==> src/rtl/ir_store_pkg.sv <==
package ir_store_pkg;

  typedef enum logic [2:0] {
    ST_IDLE,
    ST_LEARN,
    ST_ALLOC,
    ST_COPY,
    ST_WIPE,
    ST_PLAY
  } ctl_state_t;

endpackage

==> src/rtl/ir_slot_pick.sv <==
module ir_slot_pick #(
  parameter int NSLOT = 4,
  parameter int IDX_W = 2
) (
  input  logic [NSLOT-1:0] free_map,
  output logic             found,
  output logic [IDX_W-1:0] idx
);

  // lowest set bit wins
  always_comb begin
    found = 1'b0;
    idx   = '0;
    for (int k = NSLOT - 1; k >= 0; k--) begin
      if (free_map[k]) begin
        found = 1'b1;
        idx   = IDX_W'(k);
      end
    end
  end

  always_comb begin
    if (found) begin
      AST_PICK_IS_FREE: assert (free_map[idx]);
      AST_PICK_LOWEST: assert ((free_map & ((NSLOT'(1) << idx) - NSLOT'(1))) == '0);
    end
  end

endmodule

==> src/rtl/ir_byte_bank.sv <==
module ir_byte_bank #(
  parameter int DEPTH = 40,
  parameter int AW    = 6
) (
  input  logic          clk,
  input  logic          we,
  input  logic [AW-1:0] waddr,
  input  logic [7:0]    wdata,
  input  logic [AW-1:0] raddr,
  output logic [7:0]    rdata
);

  logic [7:0] mem [DEPTH];

  always_ff @(posedge clk) begin
    if (we) mem[waddr] <= wdata;
  end

  assign rdata = mem[raddr];

endmodule

==> src/rtl/ir_code_store.sv <==
module ir_code_store
  import ir_store_pkg::*;
#(
  parameter int NSLOT    = 4,
  parameter int CODE_LEN = 8
) (
  input  logic       clk,
  input  logic       rst_n,
  input  logic       learn_go,
  input  logic [7:0] rx_byte,
  input  logic       rx_valid,
  output logic       rx_ready,
  input  logic [2:0] replay_slot,
  input  logic       replay_req,
  output logic [7:0] tx_byte,
  output logic       tx_valid,
  input  logic       tx_ready,
  output logic       done,
  output logic       mem_full,
  output logic       replay_err
);

  localparam int IDX_W = (NSLOT > 1) ? $clog2(NSLOT) : 1;
  localparam int CNT_W = (CODE_LEN > 1) ? $clog2(CODE_LEN) : 1;
  localparam int DEPTH = (NSLOT + 1) * CODE_LEN;
  localparam int AW    = $clog2(DEPTH);
  localparam int SCRATCH = NSLOT;  // region index of the scratch buffer

  ctl_state_t       state;
  logic [CNT_W-1:0] idx;
  logic [IDX_W-1:0] slot;
  logic [NSLOT-1:0] free_map;
  logic             pend;
  logic [2:0]       pend_slot;
  logic             pick_found;
  logic [IDX_W-1:0] pick_idx;
  logic             last;
  logic             we;
  logic [AW-1:0]    waddr;
  logic [AW-1:0]    raddr;
  logic [7:0]       wdata;
  logic [7:0]       rdata;
  logic             pend_bad;

  function automatic logic [AW-1:0] at(input int region, input int off);
    return AW'(region * CODE_LEN + off);
  endfunction

  ir_slot_pick #(.NSLOT(NSLOT), .IDX_W(IDX_W)) u_pick (
    .free_map (free_map),
    .found    (pick_found),
    .idx      (pick_idx)
  );

  ir_byte_bank #(.DEPTH(DEPTH), .AW(AW)) u_bank (
    .clk   (clk),
    .we    (we),
    .waddr (waddr),
    .wdata (wdata),
    .raddr (raddr),
    .rdata (rdata)
  );

  assign last     = (idx == CNT_W'(CODE_LEN - 1));
  assign rx_ready = (state == ST_LEARN);
  assign tx_valid = (state == ST_PLAY);
  assign tx_byte  = rdata;
  assign pend_bad = (32'(pend_slot) >= NSLOT) || free_map[pend_slot[IDX_W-1:0]];

  always_comb begin
    we    = 1'b0;
    waddr = at(SCRATCH, int'(idx));
    wdata = 8'h00;
    case (state)
      ST_LEARN: begin
        we    = rx_valid;
        wdata = rx_byte;
      end
      ST_COPY: begin
        we    = 1'b1;
        waddr = at(int'(slot), int'(idx));
        wdata = rdata;
      end
      ST_WIPE: we = 1'b1;
      default: ;
    endcase
    raddr = (state == ST_PLAY) ? at(int'(slot), int'(idx)) : at(SCRATCH, int'(idx));
  end

  always_ff @(posedge clk) begin
    if (!rst_n) begin
      state      <= ST_IDLE;
      idx        <= '0;
      slot       <= '0;
      free_map   <= '1;
      pend       <= 1'b0;
      pend_slot  <= '0;
      done       <= 1'b0;
      mem_full   <= 1'b0;
      replay_err <= 1'b0;
    end else begin
      done       <= 1'b0;
      mem_full   <= 1'b0;
      replay_err <= 1'b0;
      case (state)
        ST_IDLE: begin
          idx <= '0;
          if (learn_go) begin
            state <= ST_LEARN;
          end else if (pend) begin
            pend <= 1'b0;
            if (pend_bad) begin
              replay_err <= 1'b1;
            end else begin
              slot  <= pend_slot[IDX_W-1:0];
              state <= ST_PLAY;
            end
          end
        end
        ST_LEARN: begin
          if (rx_valid) begin
            idx <= idx + 1'b1;
            if (last) state <= ST_ALLOC;
          end
        end
        ST_ALLOC: begin
          idx <= '0;
          if (pick_found) begin
            free_map[pick_idx] <= 1'b0;
            slot               <= pick_idx;
            state              <= ST_COPY;
          end else begin
            state <= ST_WIPE;
          end
        end
        ST_COPY, ST_WIPE: begin
          idx <= idx + 1'b1;
          if (last) begin
            state    <= ST_IDLE;
            done     <= 1'b1;
            mem_full <= (state == ST_WIPE);
          end
        end
        ST_PLAY: begin
          if (tx_ready) begin
            idx <= idx + 1'b1;
            if (last) begin
              state <= ST_IDLE;
              done  <= 1'b1;
            end
          end
        end
        default: state <= ST_IDLE;
      endcase
      if (replay_req) begin
        pend      <= 1'b1;
        pend_slot <= replay_slot;
      end
    end
  end

  AST_TX_HOLD: assert property (@(posedge clk) disable iff (!rst_n)
    tx_valid && !tx_ready |=> tx_valid && $stable(tx_byte));
  AST_SLOT_STAYS_TAKEN: assert property (@(posedge clk) disable iff (!rst_n)
    (free_map & ~$past(free_map)) == '0);
  AST_ONE_CLAIM: assert property (@(posedge clk) disable iff (!rst_n)
    $countones($past(free_map)) <= $countones(free_map) + 1);
  AST_FULL_WITH_DONE: assert property (@(posedge clk) disable iff (!rst_n)
    mem_full |-> done && free_map == '0);
  AST_ERR_SILENT: assert property (@(posedge clk) disable iff (!rst_n)
    replay_err |-> !tx_valid && !done);
  AST_NO_SEND_IN_CAPTURE: assert property (@(posedge clk) disable iff (!rst_n)
    $past(rx_ready) && !rx_ready |-> !tx_valid);

endmodule

==> config.mk <==
export PLATFORM = sky130hd
export DESIGN_NAME = ir_code_store
export DESIGN_NICKNAME = d
export VERILOG_FILES = /design/src/rtl/ir_store_pkg.sv /design/src/rtl/ir_slot_pick.sv /design/src/rtl/ir_byte_bank.sv /design/src/rtl/ir_code_store.sv
export SDC_FILE = /design/constraint.sdc
export NUM_CORES = 1
export LEC_CHECK = 0
export CORE_ASPECT_RATIO = 0.6
export CORE_UTILIZATION = 45
export CTS_CLUSTER_DIAMETER = 100
export DETAILED_ROUTE_END_ITERATION = 16
export DONT_BUFFER_PORTS = 1
export PLACE_DENSITY = 0.7
export SYNTH_ARGS = -nofsm -noshare
export SYNTH_HDL_FRONTEND = slang
export SYNTH_SLANG_ARGS = --single-unit
==> constraint.sdc <==
create_clock -name clk -period 5.99 [get_ports clk]
set_input_delay 0.2995 -clock clk [delete_from_list [all_inputs] [get_ports clk]]
set_output_delay 0.2995 -clock clk [all_outputs]
set_load 0.05 [all_outputs]
==> flow_summary.ini <==
[yosys]
synthCells = 845
synth_seq_cells = 339
synth_top_family_by_area = compound AO/OA/AOI/OAI gates
synthTopCellsByCount = edfxtp_1 (320), nor2_1 (56), nand2_1 (46)
ys.flop_type = edfxtp_1
netlist_area_mm2 = 0.01382
synth_fa_ha_area_frac = 0.001811
yosysWarnings = 0
synthMuxAreaShare = 0.08937
synth_cell_types = 67
synth-compound-area-share = 0.1030
syn_avg_cell_area_um2 = 16.35
synthSimpleGateAreaFrac = 0.05360
synth_xor_area_frac = 0
yosysTopAreaCellShare = 0.6954
synth_edf_count = 320
synth_area_leaders = edfxtp_1 (70%), mux4_2 (3.4%), mux2i_1 (3.3%)
synth_top_area_cell = edfxtp_1
yosysMostFrequentCell = edfxtp_1
syn_nets = 864
async_reset_ff_frac = 0
ys_seq_area_frac = 0.7229

[route]
drt.antenna.violating_nets = 0
via_per_inst = 6.383
dr.pass1.iters = 6
drt_iter0_drc = 1223
wl_per_cell_um = 28.14
wl_mm = 36.19
vias = 8208
drc = 0

[pwr]
switching_share = 0.2945
power_switching_w = 0.001722
p_per_area_mw_per_mm2 = 383.9
p_int_w = 0.004124
p_leak_nw = 4.789
clkPwrFrac = 0.323
peakVddDrop_uv = 214.1
power_frac_seq = 0.486
combPwrFrac = 0.191

[clocking]
clk_latency_ns = 0.57
clkTransAtPathRegs_ns = 0.06
clkSinkCount = 339
tritoncts = yes
cts_made_buffers = 30
postCtsHoldBufs = 6
cts_resized = 0
cts_max_level = 1
clockBufferDepth = 3
clockRootBuffer = clkbuf_16
post_cts_buffers = 0

[worst_hold_path]
hold_path_class = primary input to flop

[placement]
io_buffers = 0
gp_congestion = 0.9966
dpl.hpwl_mm = 22.86

[setup_path]
slowest_delay_ns = 0.88
path_cells = nand4b_1 > o21ai_0 > a21oi_1 > nor3_1 > o31a_1
critPathMaxFanout = 14
arrival_ns = 3.97
start_kind = flop
path_class = flop to output port
end_kind = output port
worstPathRequired_ns = 5.69
slowest_stage = dfxtp_1

[sta]
hold_viol_final = 0
slew_viol_final = 0
finClkSkew_ns = 0.01112
worstMarginPinSlew_ns = 1.250
fin_crit_sh = 0.7129
min_period_ns = 4.270
rsz0062_at_grt = false
relSlewSlack = 0.1636
max_freq_mhz = 234.2
holdWs_ns = 0.06275
finalSetupViolCount = 0
setup_tns_ns = 0

[floorplan]
placementRows = 49
die_w_um = 228.2
die_h_um = 137.7
initial_core_util = 0.4600
core_mm2 = 0.03004
dieArea_mm2 = 0.03143
io-pin-count = 30

[grt]
antenna_found_initial = 0
gr-usage-all-layers = 0.2322
grt_pass1_wl_mm = 52.63
grt_start_max_net_pins = 54
grt-ovfl-total = 0
grt_pass1_vias = 7747

[final_layout]
drive_gt1_frac = 0.1617
syn_to_final_growth_pct = 10.18
nets = 873
n_antenna_cell = 0
nFillCells = 2461

[flow_run]
maxCapViolCount = 0

[status]
status = complete, no violations
## state kept, by name, summed over array words and instances (netlist names)
register    cells
slot            2
idx             3
u_bank.mem    320
free_map        4
state           3
pend            1
replay_err      1
mem_full        1
pend_slot       3
done            1
## power by group through the flow
stage                     Sequential, W  Combinational [W]  Clock [W]
after floorplan                 0.00282           0.000806          0
after global placement          0.00288            0.00107          0
after detailed placement        0.00289            0.00108          0
after CTS                       0.00284            0.00109    0.00191
after global routing            0.00284            0.00116    0.00199
final                           0.00284            0.00112    0.00189
## worst paths after layout
| path | startpoint | cells after the start | slack, ns | end |
|---|---|---|---|---|
| hold / removal | rx_valid | 3 | 0.06 | idx[0]$_SDFFE_PN0P_ |
| setup reg to reg | idx[2]$_SDFFE_PN0P_ | 6 | 2.44 | u_bank.mem[18][0]$_DFFE_PP_ |
| setup / recovery | slot[0]$_SDFFE_PN0P_ | 5 | 1.72 | tx_byte[5] |
| hold reg to reg | free_map[3]$_SDFFE_PN1P_ | 2 | 0.50 | free_map[3]$_SDFFE_PN1P_ |
## per-stage QoR
step	std cells	area, µm²	setup slack, ns	total power, W	utilization
after global routing	1286	15220	1.715	0.005998	0.5068
after floorplan	845	13820	2.187	0.003627	-
final	1286	15220	1.720	0.005845	0.5068
after detailed placement	1224	14210	2.454	0.003973	0.4730
after CTS	1286	15220	1.846	0.005841	0.5068
after global placement	1224	14210	2.511	0.003957	0.4730
## cell type report
cell class	count	area, µm²	share of cell area
Clock buffer	33	783.3	0.05145
Tap cell	408	510.5	0.03353
Sequential cell	339	9998	0.6567
Inverter	12	45.04	0.002959
Clock inverter	23	171.4	0.01126
Timing Repair Buffer	31	260.3	0.01709
Multi-Input combinational cell	440	3456	0.2270
## kinds of logic (layout without fill, tap and decap cells)
kind of cell | Yosys count | count (layout)
flip-flops | 339 | 339
multiplexers | 93 | 93
adder cells (fa/ha/maj) | 2 | 2
AO/OA/AOI/OAI | 186 | 186
buffers and inverters | 66 | 99
AND/OR/NAND/NOR | 159 | 159
## critical path, delay by kind of cell (launching register included)
family	cells	cell delay, ns
flip-flops	1	0.88
AND/OR/NAND/NOR	2	1.41
AO/OA/AOI/OAI	3	1.10
## layer usage
metal | part of all wire | routed length [µm] | track usage
met5 | 0 | 0 | 0
met1 | 0.43 | 15450 | 0.3387
met2 | 0.42 | 15310 | 0.3349
met3 | 0.12 | 4339 | 0.07243
met4 | 0.030 | 1093 | 0.06301
## cells in the final DEF, fill, tap and decap left out, types with 3 or more instances in the layout
cell type / instances
edfxtp_1: 320
nor2_1: 55
nand2_1: 46
mux2i_1: 45
clkbuf_16: 31
a221oi_1: 27
o21ai_0: 25
buf_4: 24
mux2_2: 23
a21oi_1: 22
mux4_2: 21
a221o_1: 16
dfxtp_1: 16
inv_1: 11
nand3_1: 11
nor2b_1: 11
a22oi_1: 9
o2bb2ai_1: 9
clkinv_2: 9
a22o_1: 8
a31oi_1: 8
clkinv_1: 7
o211ai_1: 6
a211o_1: 6
o22ai_1: 6
o21ai_2: 6
dlygate4sd3_1: 6
a211oi_1: 5
and2_1: 5
nor3_1: 5
nor3b_1: 4
or3_1: 4
and3_1: 3
nor2_2: 3
a221oi_2: 3
o21a_1: 3
nor4_1: 3
clkinvlp_4: 3
Note: power is estimated with default switching activity, not from simulation.
